$ cat src/rtl/msi_eq_pkg.sv
package msi_eq_pkg;

  localparam logic [2:0] ST_IDLE   = 3'b001;
  localparam logic [2:0] ST_ACTIVE = 3'b010;
  localparam logic [2:0] ST_ERROR  = 3'b100;

  localparam logic [3:0] TYP_MSI32 = 4'hB;
  localparam logic [3:0] TYP_MSI64 = 4'hF;

  localparam logic [3:0] RC_MAP   = 4'd0;
  localparam logic [3:0] RC_CLR   = 4'd1;
  localparam logic [3:0] RC_SET   = 4'd2;
  localparam logic [3:0] RC_DIS   = 4'd3;
  localparam logic [3:0] RC_STATE = 4'd4;
  localparam logic [3:0] RC_TAIL  = 4'd5;
  localparam logic [3:0] RC_HEAD  = 4'd6;

  typedef struct packed {
    logic       vld;
    logic       inh;
    logic [5:0] qn;
  } map_ent_t;

  // next slot index, wrapping at the configured depth
  function automatic logic [6:0] ptr_next(input logic [6:0] p, input logic [7:0] depth);
    logic [7:0] n;
    n = {1'b0, p} + 8'd1;
    return (n >= depth) ? 7'd0 : n[6:0];
  endfunction

  function automatic logic [63:0] rec_word0(input logic is64, input logic [15:0] rid,
                                            input logic [15:0] num, input logic [13:0] abits);
    logic [3:0] typ;
    typ = is64 ? TYP_MSI64 : TYP_MSI32;
    return {1'b0, typ, 3'b000, 10'd1, abits, rid, num};
  endfunction

  function automatic logic [63:0] rec_word1(input logic [47:0] ahi);
    return {ahi, 16'd0};
  endfunction

  function automatic logic [63:0] rec_addr(input logic [63:0] base, input logic [63:0] region,
                                           input logic [5:0] q, input logic [6:0] slot);
    return base + region * {58'd0, q} + {51'd0, slot, 6'd0};
  endfunction

endpackage

$ cat src/rtl/msi_map_table.sv
module msi_map_table
  import msi_eq_pkg::*;
#(
  parameter int NUM_MSI = 16,
  localparam int IW = (NUM_MSI > 1) ? $clog2(NUM_MSI) : 1
) (
  input  logic                      clk,
  input  logic                      rst_n,
  input  logic                      wr_en,
  input  logic [IW-1:0]             wr_idx,
  input  map_ent_t                  wr_ent,
  input  logic                      clr_en,
  input  logic [IW-1:0]             clr_idx,
  input  logic                      set_inh,
  input  logic [IW-1:0]             set_idx,
  output map_ent_t [NUM_MSI-1:0]    ents
);

  for (genvar i = 0; i < NUM_MSI; i++) begin : g_ent
    map_ent_t e_q;
    always_ff @(posedge clk) begin
      if (!rst_n) begin
        e_q <= '0;
      end else begin
        if (wr_en && wr_idx == IW'(i)) e_q <= wr_ent;
        if (clr_en && clr_idx == IW'(i)) e_q.inh <= 1'b0;
        if (set_inh && set_idx == IW'(i)) e_q.inh <= 1'b1;
      end
    end
    assign ents[i] = e_q;
  end

endmodule

$ cat src/rtl/eq_bank.sv
module eq_bank
  import msi_eq_pkg::*;
#(
  parameter int NUM_EQ   = 4,
  parameter int EQ_DEPTH = 8,
  localparam int QW = (NUM_EQ > 1) ? $clog2(NUM_EQ) : 1,
  localparam logic [7:0] DEPTH8 = 8'(EQ_DEPTH)
) (
  input  logic                     clk,
  input  logic                     rst_n,
  input  logic                     set_en,
  input  logic                     dis_en,
  input  logic                     tail_en,
  input  logic                     head_en,
  input  logic [QW-1:0]            widx,
  input  logic                     w_en_bit,
  input  logic                     w_ovf_bit,
  input  logic [6:0]               w_ptr,
  input  logic                     push_en,
  input  logic                     ovf_en,
  input  logic [QW-1:0]            hidx,
  output logic [NUM_EQ-1:0][2:0]   st,
  output logic [NUM_EQ-1:0][6:0]   head,
  output logic [NUM_EQ-1:0][6:0]   tail,
  output logic [NUM_EQ-1:0]        ovf,
  output logic [NUM_EQ-1:0]        irq
);

  for (genvar i = 0; i < NUM_EQ; i++) begin : g_q
    logic [2:0] st_q;
    logic [6:0] hd_q, tl_q;
    logic       of_q;
    logic       sw_hit, hw_hit;

    assign sw_hit = (widx == QW'(i));
    assign hw_hit = (hidx == QW'(i));

    always_ff @(posedge clk) begin
      if (!rst_n) begin
        st_q <= ST_IDLE;
        hd_q <= '0;
        tl_q <= '0;
        of_q <= 1'b0;
      end else begin
        if (set_en && sw_hit) begin
          if (w_en_bit)  st_q <= ST_ACTIVE;
          if (w_ovf_bit) of_q <= 1'b1;
        end
        if (dis_en && sw_hit) begin
          if (w_en_bit)  st_q <= ST_IDLE;
          if (w_ovf_bit) of_q <= 1'b0;
        end
        if (tail_en && sw_hit) tl_q <= w_ptr;
        if (head_en && sw_hit) hd_q <= w_ptr;
        if (push_en && hw_hit) tl_q <= ptr_next(tl_q, DEPTH8);
        if (ovf_en && hw_hit) begin
          of_q <= 1'b1;
          st_q <= ST_ERROR;
        end
      end
    end

    assign st[i]   = st_q;
    assign head[i] = hd_q;
    assign tail[i] = tl_q;
    assign ovf[i]  = of_q;
    assign irq[i]  = (st_q == ST_ACTIVE) && (hd_q != tl_q);
  end

endmodule

$ cat src/rtl/msi_rec_out.sv
module msi_rec_out
  import msi_eq_pkg::*;
#(
  parameter logic [63:0] QBASE   = 64'h0000_0001_0000_0000,
  parameter logic [63:0] QREGION = 64'h0000_0000_0000_2000
) (
  input  logic         clk,
  input  logic         rst_n,
  input  logic         fire,
  input  logic         is64,
  input  logic [15:0]  rid,
  input  logic [15:0]  num,
  input  logic [63:0]  addr,
  input  logic [5:0]   q,
  input  logic [6:0]   slot,
  output logic         mem_wr,
  output logic [63:0]  mem_addr,
  output logic [511:0] mem_data
);

  logic [1:0] unused_addr_lsb;
  assign unused_addr_lsb = addr[1:0];

  always_ff @(posedge clk) begin
    if (!rst_n) begin
      mem_wr   <= 1'b0;
      mem_addr <= '0;
      mem_data <= '0;
    end else begin
      mem_wr <= fire;
      if (fire) begin
        mem_addr <= rec_addr(QBASE, QREGION, q, slot);
        mem_data <= {384'd0, rec_word1(addr[63:16]), rec_word0(is64, rid, num, addr[15:2])};
      end
    end
  end

endmodule

$ cat src/rtl/msi_eq_ctrl.sv
module msi_eq_ctrl
  import msi_eq_pkg::*;
#(
  parameter int          NUM_MSI  = 16,
  parameter int          NUM_EQ   = 4,
  parameter int          EQ_DEPTH = 8,
  parameter logic [63:0] QBASE    = 64'h0000_0001_0000_0000,
  parameter logic [63:0] QREGION  = 64'h0000_0000_0000_2000
) (
  input  logic                 clk,
  input  logic                 rst_n,
  input  logic                 msi_vld,
  input  logic [15:0]          msi_num,
  input  logic                 msi_is64,
  input  logic [15:0]          msi_rid,
  input  logic [63:0]          msi_addr,
  input  logic                 reg_wr,
  input  logic [11:0]          reg_addr,
  input  logic [63:0]          reg_wdata,
  output logic [63:0]          reg_rdata,
  output logic                 mem_wr,
  output logic [63:0]          mem_addr,
  output logic [511:0]         mem_data,
  output logic [NUM_EQ-1:0]    eq_irq
);

  localparam int IW = (NUM_MSI > 1) ? $clog2(NUM_MSI) : 1;
  localparam int QW = (NUM_EQ > 1) ? $clog2(NUM_EQ) : 1;
  localparam logic [15:0] NMSI16 = 16'(NUM_MSI);
  localparam logic [5:0]  NEQ6   = 6'(NUM_EQ);
  localparam logic [7:0]  DEPTH8 = 8'(EQ_DEPTH);

  // register decode
  logic [3:0] r_cls;
  logic [4:0] r_idx;
  logic       r_msi_ok, r_q_ok;
  assign r_cls    = reg_addr[11:8];
  assign r_idx    = reg_addr[7:3];
  assign r_msi_ok = {11'd0, r_idx} < NMSI16;
  assign r_q_ok   = {1'b0, r_idx} < NEQ6;

  logic unused_bits;
  assign unused_bits = ^{reg_addr[2:0], reg_wdata[61:58], reg_wdata[56:45], reg_wdata[43:7]};

  // mapping table
  map_ent_t [NUM_MSI-1:0] ents;
  map_ent_t               wr_ent;
  map_ent_t               lk_ent;
  logic                   rec_fire, ovf_evt;
  logic [IW-1:0]          lk_idx;

  assign wr_ent = '{vld: reg_wdata[63], inh: reg_wdata[62], qn: reg_wdata[5:0]};
  assign lk_idx = msi_num[IW-1:0];

  msi_map_table #(.NUM_MSI(NUM_MSI)) u_map (
    .clk     (clk),
    .rst_n   (rst_n),
    .wr_en   (reg_wr && r_cls == RC_MAP && r_msi_ok),
    .wr_idx  (r_idx[IW-1:0]),
    .wr_ent  (wr_ent),
    .clr_en  (reg_wr && r_cls == RC_CLR && r_msi_ok && reg_wdata[62]),
    .clr_idx (r_idx[IW-1:0]),
    .set_inh (rec_fire),
    .set_idx (lk_idx),
    .ents    (ents)
  );

  // queue bank
  logic [NUM_EQ-1:0][2:0] st;
  logic [NUM_EQ-1:0][6:0] head, tail;
  logic [NUM_EQ-1:0]      ovf;
  logic [QW-1:0]          hq;

  eq_bank #(.NUM_EQ(NUM_EQ), .EQ_DEPTH(EQ_DEPTH)) u_bank (
    .clk       (clk),
    .rst_n     (rst_n),
    .set_en    (reg_wr && r_cls == RC_SET  && r_q_ok),
    .dis_en    (reg_wr && r_cls == RC_DIS  && r_q_ok),
    .tail_en   (reg_wr && r_cls == RC_TAIL && r_q_ok),
    .head_en   (reg_wr && r_cls == RC_HEAD && r_q_ok),
    .widx      (r_idx[QW-1:0]),
    .w_en_bit  (reg_wdata[44]),
    .w_ovf_bit (reg_wdata[57]),
    .w_ptr     (reg_wdata[6:0]),
    .push_en   (rec_fire),
    .ovf_en    (ovf_evt),
    .hidx      (hq),
    .st        (st),
    .head      (head),
    .tail      (tail),
    .ovf       (ovf),
    .irq       (eq_irq)
  );

  // dispatch of an incoming MSI
  logic msi_in_rng, q_in_rng, q_active, q_full, accept;
  assign msi_in_rng = msi_num < NMSI16;
  assign lk_ent     = msi_in_rng ? ents[lk_idx] : '0;
  assign q_in_rng   = lk_ent.qn < NEQ6;
  assign hq         = lk_ent.qn[QW-1:0];
  assign q_active   = q_in_rng && (st[hq] == ST_ACTIVE);
  assign q_full     = ptr_next(tail[hq], DEPTH8) == head[hq];
  assign accept     = msi_vld && msi_in_rng && lk_ent.vld && !lk_ent.inh && q_active;
  assign rec_fire   = accept && !q_full;
  assign ovf_evt    = accept && q_full;

  msi_rec_out #(.QBASE(QBASE), .QREGION(QREGION)) u_out (
    .clk      (clk),
    .rst_n    (rst_n),
    .fire     (rec_fire),
    .is64     (msi_is64),
    .rid      (msi_rid),
    .num      (msi_num),
    .addr     (msi_addr),
    .q        (lk_ent.qn),
    .slot     (tail[hq]),
    .mem_wr   (mem_wr),
    .mem_addr (mem_addr),
    .mem_data (mem_data)
  );

  // register read
  map_ent_t rd_ent;
  logic [QW-1:0] rq;
  assign rd_ent = ents[r_idx[IW-1:0]];
  assign rq     = r_idx[QW-1:0];

  always_comb begin
    reg_rdata = '0;
    unique case (r_cls)
      RC_MAP:   if (r_msi_ok) reg_rdata = {rd_ent.vld, rd_ent.inh, 56'd0, rd_ent.qn};
      RC_STATE: if (r_q_ok)   reg_rdata = {61'd0, st[rq]};
      RC_TAIL:  if (r_q_ok)   reg_rdata = {6'd0, ovf[rq], 50'd0, tail[rq]};
      RC_HEAD:  if (r_q_ok)   reg_rdata = {57'd0, head[rq]};
      default:  reg_rdata = '0;
    endcase
  end

  // flattened view for the checker
  logic [NUM_EQ*3-1:0] st_flat;
  logic [NUM_EQ-1:0]   err_vec;
  for (genvar g = 0; g < NUM_EQ; g++) begin : g_flat
    assign st_flat[g*3 +: 3] = st[g];
    assign err_vec[g]        = st[g][2];
  end

endmodule

$ cat config.mk
export PLATFORM = sky130hd
export DESIGN_NAME = msi_eq_ctrl
export DESIGN_NICKNAME = d
export VERILOG_FILES = /design/src/rtl/msi_eq_pkg.sv /design/src/rtl/msi_map_table.sv /design/src/rtl/eq_bank.sv /design/src/rtl/msi_rec_out.sv /design/src/rtl/msi_eq_ctrl.sv
export SDC_FILE = /design/constraint.sdc
export NUM_CORES = 1
export LEC_CHECK = 0
export BUFFER_PORTS_ARGS = -buffer_cell sky130_fd_sc_hd__buf_2
export CORE_AREA = 5 5 316 318
export CTS_BUF_LIST = sky130_fd_sc_hd__clkbuf_8
export DETAILED_ROUTE_END_ITERATION = 16
export DIE_AREA = 0 0 321 323
export GPL_TIMING_DRIVEN = 0
export PLACE_DENSITY_LB_ADDON = 0.25
export RECOVER_POWER = 50
export SETUP_SLACK_MARGIN = 0.2
export SLEW_MARGIN = 10
export SYNTH_ARGS = -nofsm -noshare
export SYNTH_HDL_FRONTEND = slang
export SYNTH_SLANG_ARGS = --single-unit
$ cat constraint.sdc
create_clock -name clk -period 6.39 [get_ports clk]
set_clock_uncertainty 0.15 [all_clocks]
set_input_delay 1.278 -clock clk [delete_from_list [all_inputs] [get_ports clk]]
set_output_delay 1.278 -clock clk [all_outputs]
set_load 0.03 [all_outputs]
==> results.json, run 1 <==
{
  "status": "completed",
  "grt.overflow.total": 0,
  "reg2reg_from": "u_map.ents[24]",
  "min_period_ns": 6.01,
  "tritoncts": "yes",
  "ant_nets": 0,
  "numCtsBuffers": 61,
  "crit_path_end_kind": "output pin",
  "setup_viol": 0,
  "root_buffer": "clkbuf_8",
  "drc": 0,
  "cp-startpoint": "reg_addr[3]",
  "wirelength_mm": 74.0,
  "viasPerCell": 3.77,
  "setup_slack_ns": 0.379,
  "synth.top_cells.by_count": "530 x buf_4, 310 x dfxtp_1, 266 x mux2i_1, 237 x nor2b_1, 82 x clkbuf_1",
  "ys_types": 71,
  "yosysTopAreaCellShare_pct": 31.6,
  "synth_async_sr_flop_share_pct": 0,
  "syn_area_per_cell_sq_um": 9.59,
  "synth_edf_count": 0,
  "die_h_um": 323,
  "dp.cells": 4085,
  "dieArea_sq_um": 104000,
  "hold_path_class": "flip-flop to flip-flop",
  "critPathKind": "input port to output pin",
  "multi_input_area_sq_um": 11000,
  "grt_pass1_vias": 15000,
  "grt_max_degree": 18,
  "synth_flop_cell": "dfxtp_1",
  "finalNonFillerCells": 4201,
  "num_vias": 15800,
  "reg2reg_slack_ns": 1.18,
  "fill_cells": 10500,
  "drt_iter0_markers": 744,
  "start_util_pct": 20.4,
  "syn_area_sq_um": 19700,
  "port_buffers": 241,
  "dpl.hpwl_mm": 59.0,
  "synth_top_area_cell": "dfxtp_1",
  "timing.rr.end": "u_bank.g_q[0].tl_q[5]",
  "core-area_sq_um": 96300,
  "finalCritPeriodShare_pct": 94.1,
  "rsz0062_at_grt": "no",
  "ir_drop_mv": 0.132,
  "ios": 822,
  "worstSetupEndpoint": "reg_rdata[1]",
  "hold_violations": 0,
  "antenna_found_initial": 12,
  "grt_pass1_wl_mm": 104,
  "power.density_nw_per_um2": 194,
  "die_x_um": 321,
  "drt_first_pass_iters": 5,
  "cts.sinks": 310,
  "yosysWarnings": 0,
  "gr-usage-all-layers_pct": 13.3,
  "wl_per_cell_um": 17.6,
  "row_count": 114,
  "place_congestion": 0.854,
  "post_cts_buffers": 0,
  "drive_above_1_share_pct": 29.8,
  "max_freq_mhz": 166,
  "start_kind": "input port",
  "clockBufferDepth": 3,
  "slew_viol_final": 0,
  "h-tree-depth": 2,
  "syn_to_final_growth_pct": 30.2,
  "finalSetupTns_ns": 0,
  "crit_required_ns": 4.96,
  "synth_seq_area_share_pct": 31.6,
  "p_leak_uw": 0.0114,
  "synthesis.instances": 2051,
  "max_slew_margin_pct": 11.5,
  "fin_nets": 3057,
  "seq_area_sq_um": 6210,
  "critPathMaxFanout": 10,
  "ys_ff_latch": 310,
  "maxCapViolations": 0,
  "yosysMostFrequentCell": "buf_4",
  "ys_top_cells_by_area": "dfxtp_1 32%, buf_4 20%, mux2i_1 14%",
  "pre_cts_slack_ns": -0.829,
  "clock_latency_ns": 0.70,
  "critical_path_arrival_ns": 4.58,
  "worstRegToRegCells": 15,
  "tightest_slew_ns": 1.32,
  "clk_pin_slew_worst_paths_ns": 0.06
}
-- layer usage --
metal | part of all wire (%) | vias up | wire (um) | track usage (%)
met2 | 47 | 767 | 35100 | 22.3
met5 | 0.035 | - | 26 | 0
met1 | 40 | 7233 | 29500 | 16.3
met3 | 9.8 | 108 | 7250 | 4.19
li1 | - | 7716 | - | -
met4 | 2.8 | 4 | 2090 | 4.47
-- final cells by class --
cell class,count,area share (%)
inverter,12,0.176
tap,1276,6.24
clock buffer,74,3.98
antenna,6,0.0586
buffer,628,17.1
clock inverter,37,1.01
multi-input combinational,1616,43.0
timing repair buffer,242,4.16
sequential,310,24.2
-- state kept, by name (all words and copies together), names as in the netlist, named ones only --
register	flops
u_bank.g_q.hd_q	28
u_bank.g_q.of_q	4
u_bank.g_q.st_q	8
u_bank.g_q.tl_q	28
u_map.ents	128
u_out.mem_addr	13
u_out.mem_data	96
u_out.mem_wr	1
-- logic make-up after synthesis --
logic type / synth area share [%]
simple gates: 15.7
mux: 22.0
fa+ha+maj: 0.572
compound gates: 6.18
other cells: 0.0191
buf+inv: 22.5
flops: 31.6
xor+xnor: 1.47
-- cells in the final DEF (no fill, tap or decap), types with 7 or more instances in the layout --
cell type  netlist  routed
nor2_1          65      65
ha_1             9       9
a22oi_1          8       8
xor2_1          21      21
xnor2_1         12      12
buf_4          530     531
mux4_2          63      63
clkbuf_8         0      74
o21ai_0         60      60
a211oi_1        11      11
nand4_1          7       7
a21oi_1         12      12
nand3_1         24      24
mux2i_1        266     266
a31oi_1          7       7
and3b_1         17      17
a221oi_1         7       7
nand2_1         77      77
dfxtp_1        310     310
a32o_1          16      16
nor4_1          14      14
nor3_1          15      14
o21ai_1          9       9
o21a_1           9       9
clkbuf_1        82     199
conb_1           1     517
and3_1          15      15
a21boi_0         7       7
clkinv_2         0      13
inv_1           12      31
buf_2            8     130
mux2_2          19      19
nor2b_1        237     237
-- worst max-delay path, stage by stage --
cell      delay [ns]
clkbuf_1        0.27
clkbuf_1        0.76
clkbuf_1        0.68
mux4_2          0.41
mux2i_1         0.08
nor2_1          0.20
a21oi_1         0.12
o21ai_0         0.46
buf_2           0.30
-- stage by stage --
step | util (%) | hold WS (ns) | instance area (sq um) | power [uW]
final | 26.6 | 0.309 | 25600 | 4980
after global routing | 26.6 | 0.330 | 25600 | 5180
after CTS | 26.7 | 0.312 | 25700 | 5010
after detailed placement | 25.4 | 0.304 | 24400 | 2860
after global placement | 25.4 | 0.305 | 24400 | 2870
after floorplan | - | 0.314 | 21600 | 2740
-- what timing repair did --
action,in CTS,in global routing
resized for setup,4,6
pin swaps,0,1
hold buffers,0,0
endpoints found under the setup margin,112,62
-- power by group --
part	leakage, uW	total [uW]	internal (uW)	switching (uW)
Sequential	0.00250	1940	1930	1.03
Combinational	0.00813	917	298	619
Clock	0.000741	2130	1170	955
-- worst min-delay path by stage --
stage / from / endpoint / slack (ns) / depth (start not counted)
2_1_floorplan: u_map.ents[24] / u_map.ents[24] / 0.31 / 2
3_5_place_dp: u_out.mem_data[1] / u_out.mem_data[1] / 0.30 / 2
6_report: u_out.mem_data[1] / u_out.mem_data[1] / 0.31 / 2
5_1_grt: u_out.mem_data[1] / u_out.mem_data[1] / 0.33 / 2
3_3_place_gp: u_out.mem_data[1] / u_out.mem_data[1] / 0.31 / 2
4_1_cts: u_out.mem_data[1] / u_out.mem_data[1] / 0.31 / 2
(Power assumes the default switching activity.)
==> inputs of run 2 (changes only) <==
ABC_AREA = 1   (was not set)
CORE_AREA = 5 5 320 322   (was 5 5 316 318)
DIE_AREA = 0 0 325 327   (was 0 0 321 323)
==> run 2 against run 1 <==
- flip-flop and latch count did not move
- core utilization fell by 1.4 points
- via count rose by 23%
- design area fell by 2.2%
- total power rose by 2.0%
- worst setup slack got worse by 0.14 ns
- critical endpoint unchanged
- largest power group unchanged
==> results.json, run 2 <==
{
  "syn_area_per_cell_sq_um": 7.11,
  "synth_async_sr_flop_share_pct": 0,
  "fill_cells": 11300,
  "ios": 822,
  "setup_viol": 0,
  "h-tree-depth": 2,
  "rsz0062_at_grt": "no",
  "final_common_cell": "buf_4",
  "synth-compound-area-share_pct": 20.4,
  "die_x_um": 325,
  "top_layer_used": "met5",
  "yosysTopAreaCellShare_pct": 32.5,
  "grt_pass1_vias": 17900,
  "port_buffers": 244,
  "gr-usage-all-layers_pct": 15.6,
  "finalSetupTns_ns": 0,
  "grt_max_degree": 17,
  "largest_reg_flops": 128,
  "power.density_nw_per_um2": 203,
  "dieArea_sq_um": 106000,
  "synth_xor_area_share_pct": 1.19,
  "min_period_ns": 6.15,
  "total_power_uw": 5080,
  "tritoncts": "yes",
  "clockBufferDepth": 3,
  "die_h_um": 327,
  "setup_slack_ns": 0.241,
  "synth-simple-area-share_pct": 17.6,
  "drc": 0,
  "drt_first_pass_iters": 6,
  "drt_iter0_markers": 1412,
  "p_leak_uw": 0.0119,
  "seq_area_sq_um": 6210,
  "syn_to_final_growth_pct": 31.2,
  "tightest_slew_ns": 1.28,
  "num_vias": 19400,
  "maxCapViolations": 0,
  "clk_pin_slew_worst_paths_ns": 0.06,
  "numCtsBuffers": 61,
  "synth_edf_count": 0,
  "start_util_pct": 19.2,
  "ys_types": 46,
  "critPathKind": "input port to output pin",
  "antenna_found_initial": 24,
  "synth_flop_cell": "dfxtp_1",
  "mostFrequentLayoutCells": "531 x buf_4, 517 x conb_1, 321 x nor2_1",
  "routed-wl-met3_mm": 8.55,
  "synthAdderAreaFrac_pct": 0.590,
  "crit_path_end_kind": "output pin",
  "fin_nets": 3695,
  "cts_hold_buf": 0,
  "ant_nets": 0,
  "post-route-util_pct": 25.2,
  "yosysMostFrequentCell": "buf_4",
  "cts.sinks": 310,
  "synthMuxAreaShare_pct": 0,
  "row_count": 116,
  "dpl.hpwl_mm": 70.8,
  "crit_chain": "clkbuf_1 -> inv_1 -> nor2_1 -> inv_1 -> clkbuf_1 -> clkdlybuf4s15_2 -> o22ai_1 -> o21ai_0 -> nand4_1 -> a22oi_1 -> o311ai_1 -> buf_2",
  "core-area_sq_um": 99300,
  "synth_top_family_by_area": "buffers and inverters",
  "grt_pass1_wl_mm": 126,
  "ir_drop_mv": 0.159,
  "drive_above_1_share_pct": 22.9,
  "viasPerCell": 4.00,
  "finalCritPeriodShare_pct": 96.2,
  "clock_latency_ns": 0.69,
  "root_buffer": "clkbuf_8",
  "cpMaxStageDelayCell": "nor2_1",
  "ys_ff_latch": 310,
  "synthesis.instances": 2686,
  "multi_input_area_sq_um": 9550,
  "timing.hold.ws_ns": 0.322,
  "slowest_delay_ns": 0.66,
  "crit_required_ns": 4.96,
  "wirelength_mm": 89.1,
  "yosysWarnings": 0,
  "grt.overflow.total": 0,
  "synth.top_cells.by_count": "531 x buf_4, 322 x nor2_1, 310 x dfxtp_1, 274 x nand2_1, 269 x o21ai_0",
  "synth_seq_area_share_pct": 32.5,
  "place_congestion": 0.925,
  "status": "completed",
  "hold_path_class": "flip-flop to flip-flop",
  "ys_top_cells_by_area": "dfxtp_1 33%, buf_4 21%, o21ai_0 7.1%",
  "wl_per_cell_um": 18.3,
  "slew_viol_final": 0,
  "start_kind": "input port",
  "hold_violations": 0,
  "max_slew_margin_pct": 14.0,
  "wl_met1_mm": 35.2,
  "pre_cts_slack_ns": -0.0123,
  "syn_area_sq_um": 19100,
  "critical_path_arrival_ns": 4.72,
  "wl_met2_mm": 41.9,
  "synth_top_area_cell": "dfxtp_1",
  "max_freq_mhz": 163,
  "critPathMaxFanout": 10
}
[run 2: cell count changes after synthesis, sizes merged, moves of 21 or more]
cell,change
mux2,-21
a21oi,+185
a22oi,+30
nor2b,-237
mux4,-63
nand3,+55
mux2i,-267
nand2,+205
o22ai,+88
nor2,+269
inv,+194
o21ai,+219
[run 2: timing repair]
| item | CTS | global route |
|---|---|---|
| gates resized for setup | 3 | 3 |
| setup buffers | 0 | 0 |
| setup endpoints to repair | 2 | 1 |
[run 2: through the flow]
| step | cells | cell area (sq um) |
|---|---|---|
| 2_1_floorplan | 3202 | 21000 |
| 6_report | 4863 | 25000 |
| 4_1_cts | 4855 | 25200 |
| 3_5_place_dp | 4744 | 23900 |
| 5_1_grt | 4858 | 25000 |
| 3_3_place_gp | 4744 | 23900 |
[run 2: kinds of logic (layout without fill, tap and decap cells)]
family	count (synthesis)	after routing
buffers and inverters	858	1213
and+or+nand+nor	794	794
AOI/OAI and AO/OA	688	688
DFF	310	310
xor gates and xnor gates	26	26
adders and majority gates	9	9
other	1	525
[run 2: path summary, 6_finish.rpt]
check                                  startpoint                  end  slack, ns  cells after the start
worst max-delay path                  reg_addr[3]         reg_rdata[1]       0.24                     12
worst min-delay path            u_out.mem_data[1]    u_out.mem_data[1]       0.32                      2
worst max register to register     u_map.ents[72]  u_out.mem_data[108]       2.03                     20
worst min register to register  u_out.mem_data[1]    u_out.mem_data[1]       0.32                      2
[run 2: per-layer routing]
layer  vias to the layer above  global-route usage, %
met4                         4                   5.31
li1                       9596                      -
met2                       999                   26.7
met3                       204                   5.06
met1                      8625                   18.5
met5                         -                      0
[run 2: area by class of cell]
| class | instances | area share (%) |
|---|---|---|
| clock buffers | 82 | 4.51 |
| multi-input cells | 2034 | 38.1 |
| diodes | 8 | 0.0799 |
| flip-flops and latches | 310 | 24.8 |
| inverters | 210 | 3.15 |
| well taps | 1298 | 6.49 |
| plain buffers | 648 | 18.0 |
| clock inverters | 29 | 0.625 |
| repair buffers | 244 | 4.29 |
[run 2: worst max-delay path: cells and delay by family]
kind / cells / cell delay [ns]
compound gates: 4 / 0.75
buf+inv: 6 / 1.70
simple gates: 2 / 0.98
[run 2: power breakdown]
group	leakage [uW]	internal [uW]	switching (uW)
Combinational	0.00862	294	695
Sequential	0.00250	1930	1.32
Clock	0.000747	1180	976
==> inputs of run 3 (changes only) <==
RECOVER_POWER = 25   (was 50)
==> run 3 against run 2 <==
- flip-flop and latch count stayed put
- clock-buffer cell count stayed put
- sequential power is essentially flat
- clock power hardly changed
- highest routed layer unchanged
- non-clock buffer count stayed put
- die area unchanged
- via count increased by 0.12%
- combinational power is essentially flat
==> results.json, run 3 (synthesis results as in run 2) <==
{
  "status": "completed",
  "place_area_sq_um": 23900,
  "clkPwrFrac_pct": 42.4,
  "dieArea_sq_um": 106000,
  "crit_required_ns": 4.96,
  "switching_share_pct": 32.9,
  "crit_path_end_kind": "output pin",
  "fin_area_sq_um": 25100,
  "critical_path_arrival_ns": 4.70,
  "die_h_um": 327,
  "h-tree-depth": 2,
  "critPathKind": "input port to output pin",
  "gr-usage-all-layers_pct": 15.6,
  "pre_cts_slack_ns": -0.0123,
  "drive_above_1_share_pct": 23.2,
  "place_congestion": 0.925,
  "drc": 0,
  "max_slew_margin_pct": 13.4,
  "mostFrequentLayoutCells": "531 x buf_4, 517 x conb_1, 321 x nor2_1",
  "slew_viol_final": 0,
  "internal-power_uw": 3410,
  "syn_to_final_growth_pct": 31.3,
  "p_leak_uw": 0.0119,
  "finalCritPeriodShare_pct": 95.8,
  "fill_cells": 11300,
  "crit_chain": "buf_2 -> inv_1 -> nor2_1 -> inv_1 -> clkbuf_1 -> clkdlybuf4s15_2 -> o22ai_1 -> o21ai_0 -> nand4_1 -> a22oi_1 -> o311ai_1 -> buf_2",
  "max_freq_mhz": 163,
  "clockBufferDepth": 3,
  "tritoncts": "yes",
  "dpl.hpwl_mm": 70.8,
  "rsz0062_at_grt": "no",
  "drt_first_pass_iters": 6,
  "wl_per_cell_um": 18.3,
  "grt.overflow.total": 0,
  "grt_pass1_wl_mm": 126,
  "port_buffers": 244,
  "core-area_sq_um": 99300,
  "antenna_found_initial": 24,
  "num_vias": 19500,
  "slowest_delay_ns": 0.65,
  "start_kind": "input port",
  "cpMaxStageDelayCell": "clkbuf_1",
  "setup_slack_ns": 0.266,
  "fin_nets": 3695,
  "root_buffer": "clkbuf_8",
  "min_period_ns": 6.12,
  "start_util_pct": 19.2,
  "p_switching_uw": 1670,
  "ant_nets": 0,
  "combPwrFrac_pct": 19.5,
  "cts.sinks": 310,
  "dp.cells": 4744,
  "setup_viol": 0,
  "ir_drop_mv": 0.159,
  "maxCapViolations": 0,
  "ios": 822,
  "tightest_slew_ns": 1.29,
  "wirelength_mm": 89.1,
  "p_seq_share_pct": 38.1,
  "power.density_nw_per_um2": 203,
  "drt_iter0_markers": 1416,
  "post_cts_buffers": 0,
  "finalNonFillerCells": 4863,
  "clk_pin_slew_worst_paths_ns": 0.06,
  "die_x_um": 325,
  "grt_pass1_vias": 17900,
  "largest_reg_flops": 128,
  "clock_latency_ns": 0.69,
  "multi_input_area_sq_um": 9550,
  "hold_path_class": "flip-flop to flip-flop",
  "critPathMaxFanout": 10,
  "finalSetupTns_ns": 0,
  "viasPerCell": 4.00,
  "seq_area_sq_um": 6210,
  "numCtsBuffers": 61,
  "hold_violations": 0,
  "grt_max_degree": 17,
  "row_count": 116,
  "final_common_cell": "buf_4"
}
[run 3: cell types whose count changed in the layout (fill, tap and decap cells not counted), sizes merged]
cell    before  now
buf        684  695
clkbuf     289  278
[run 3: timing repair]
action | 4_1_cts | 5_1_grt
hold buffers | 0 | 0
cloned | 0 | 0
setup endpoints to repair | 2 | 1
gates resized for setup | 3 | 3
[run 3: critical path, delay by kind of cell]
| family | cells | cell delay (ns) |
|---|---|---|
| and+or+nand+nor | 2 | 0.52 |
| AOI/OAI and AO/OA | 4 | 0.99 |
| buffers and inverters | 6 | 1.88 |
[run 3: final timing paths]
kind	startpoint	end	slack, ns	cells after the start
max reg2reg	u_map.ents[72]	u_out.mem_data[108]	2.04	20
min reg2reg	u_out.mem_data[1]	u_out.mem_data[1]	0.32	2
max	reg_addr[3]	reg_rdata[1]	0.27	12
min	u_out.mem_data[1]	u_out.mem_data[1]	0.32	2
[run 3: area by class of cell]
cell class | count | share of cell area (%)
Multi-Input combinational cell | 2034 | 38.1
Sequential cell | 310 | 24.8
Buffer | 648 | 17.9
Tap cell | 1298 | 6.48
Clock buffer | 82 | 4.50
Timing Repair Buffer | 244 | 4.34
Inverter | 210 | 3.15
Clock inverter | 29 | 0.624
Antenna cell | 8 | 0.0799
[run 3: metal layers]
layer	share of wire [%]	track usage, %	routed length (um)
met1	39	18.5	35100
met2	47	26.7	41900
met3	9.7	5.06	8640
met4	3.8	5.31	3420
met5	0.024	0	21
[run 3: per-stage QoR]
stage | total power (uW) | hold WS [ns] | utilization (%)
after floorplan | 2770 | 0.294 | -
after global routing | 5280 | 0.339 | 25.2
after CTS | 5120 | 0.324 | 25.3
after global placement | 2940 | 0.310 | 24.0
final | 5080 | 0.322 | 25.2
after detailed placement | 2940 | 0.314 | 24.0
[run 3: power by group through the flow]
stage	registers, uW	clock network, uW	logic (uW)
detailed placement	1980	0	958
global placement	1980	0	959
CTS	1940	2220	960
finish	1940	2150	989
global route	1930	2300	1050
floorplan	1980	0	791
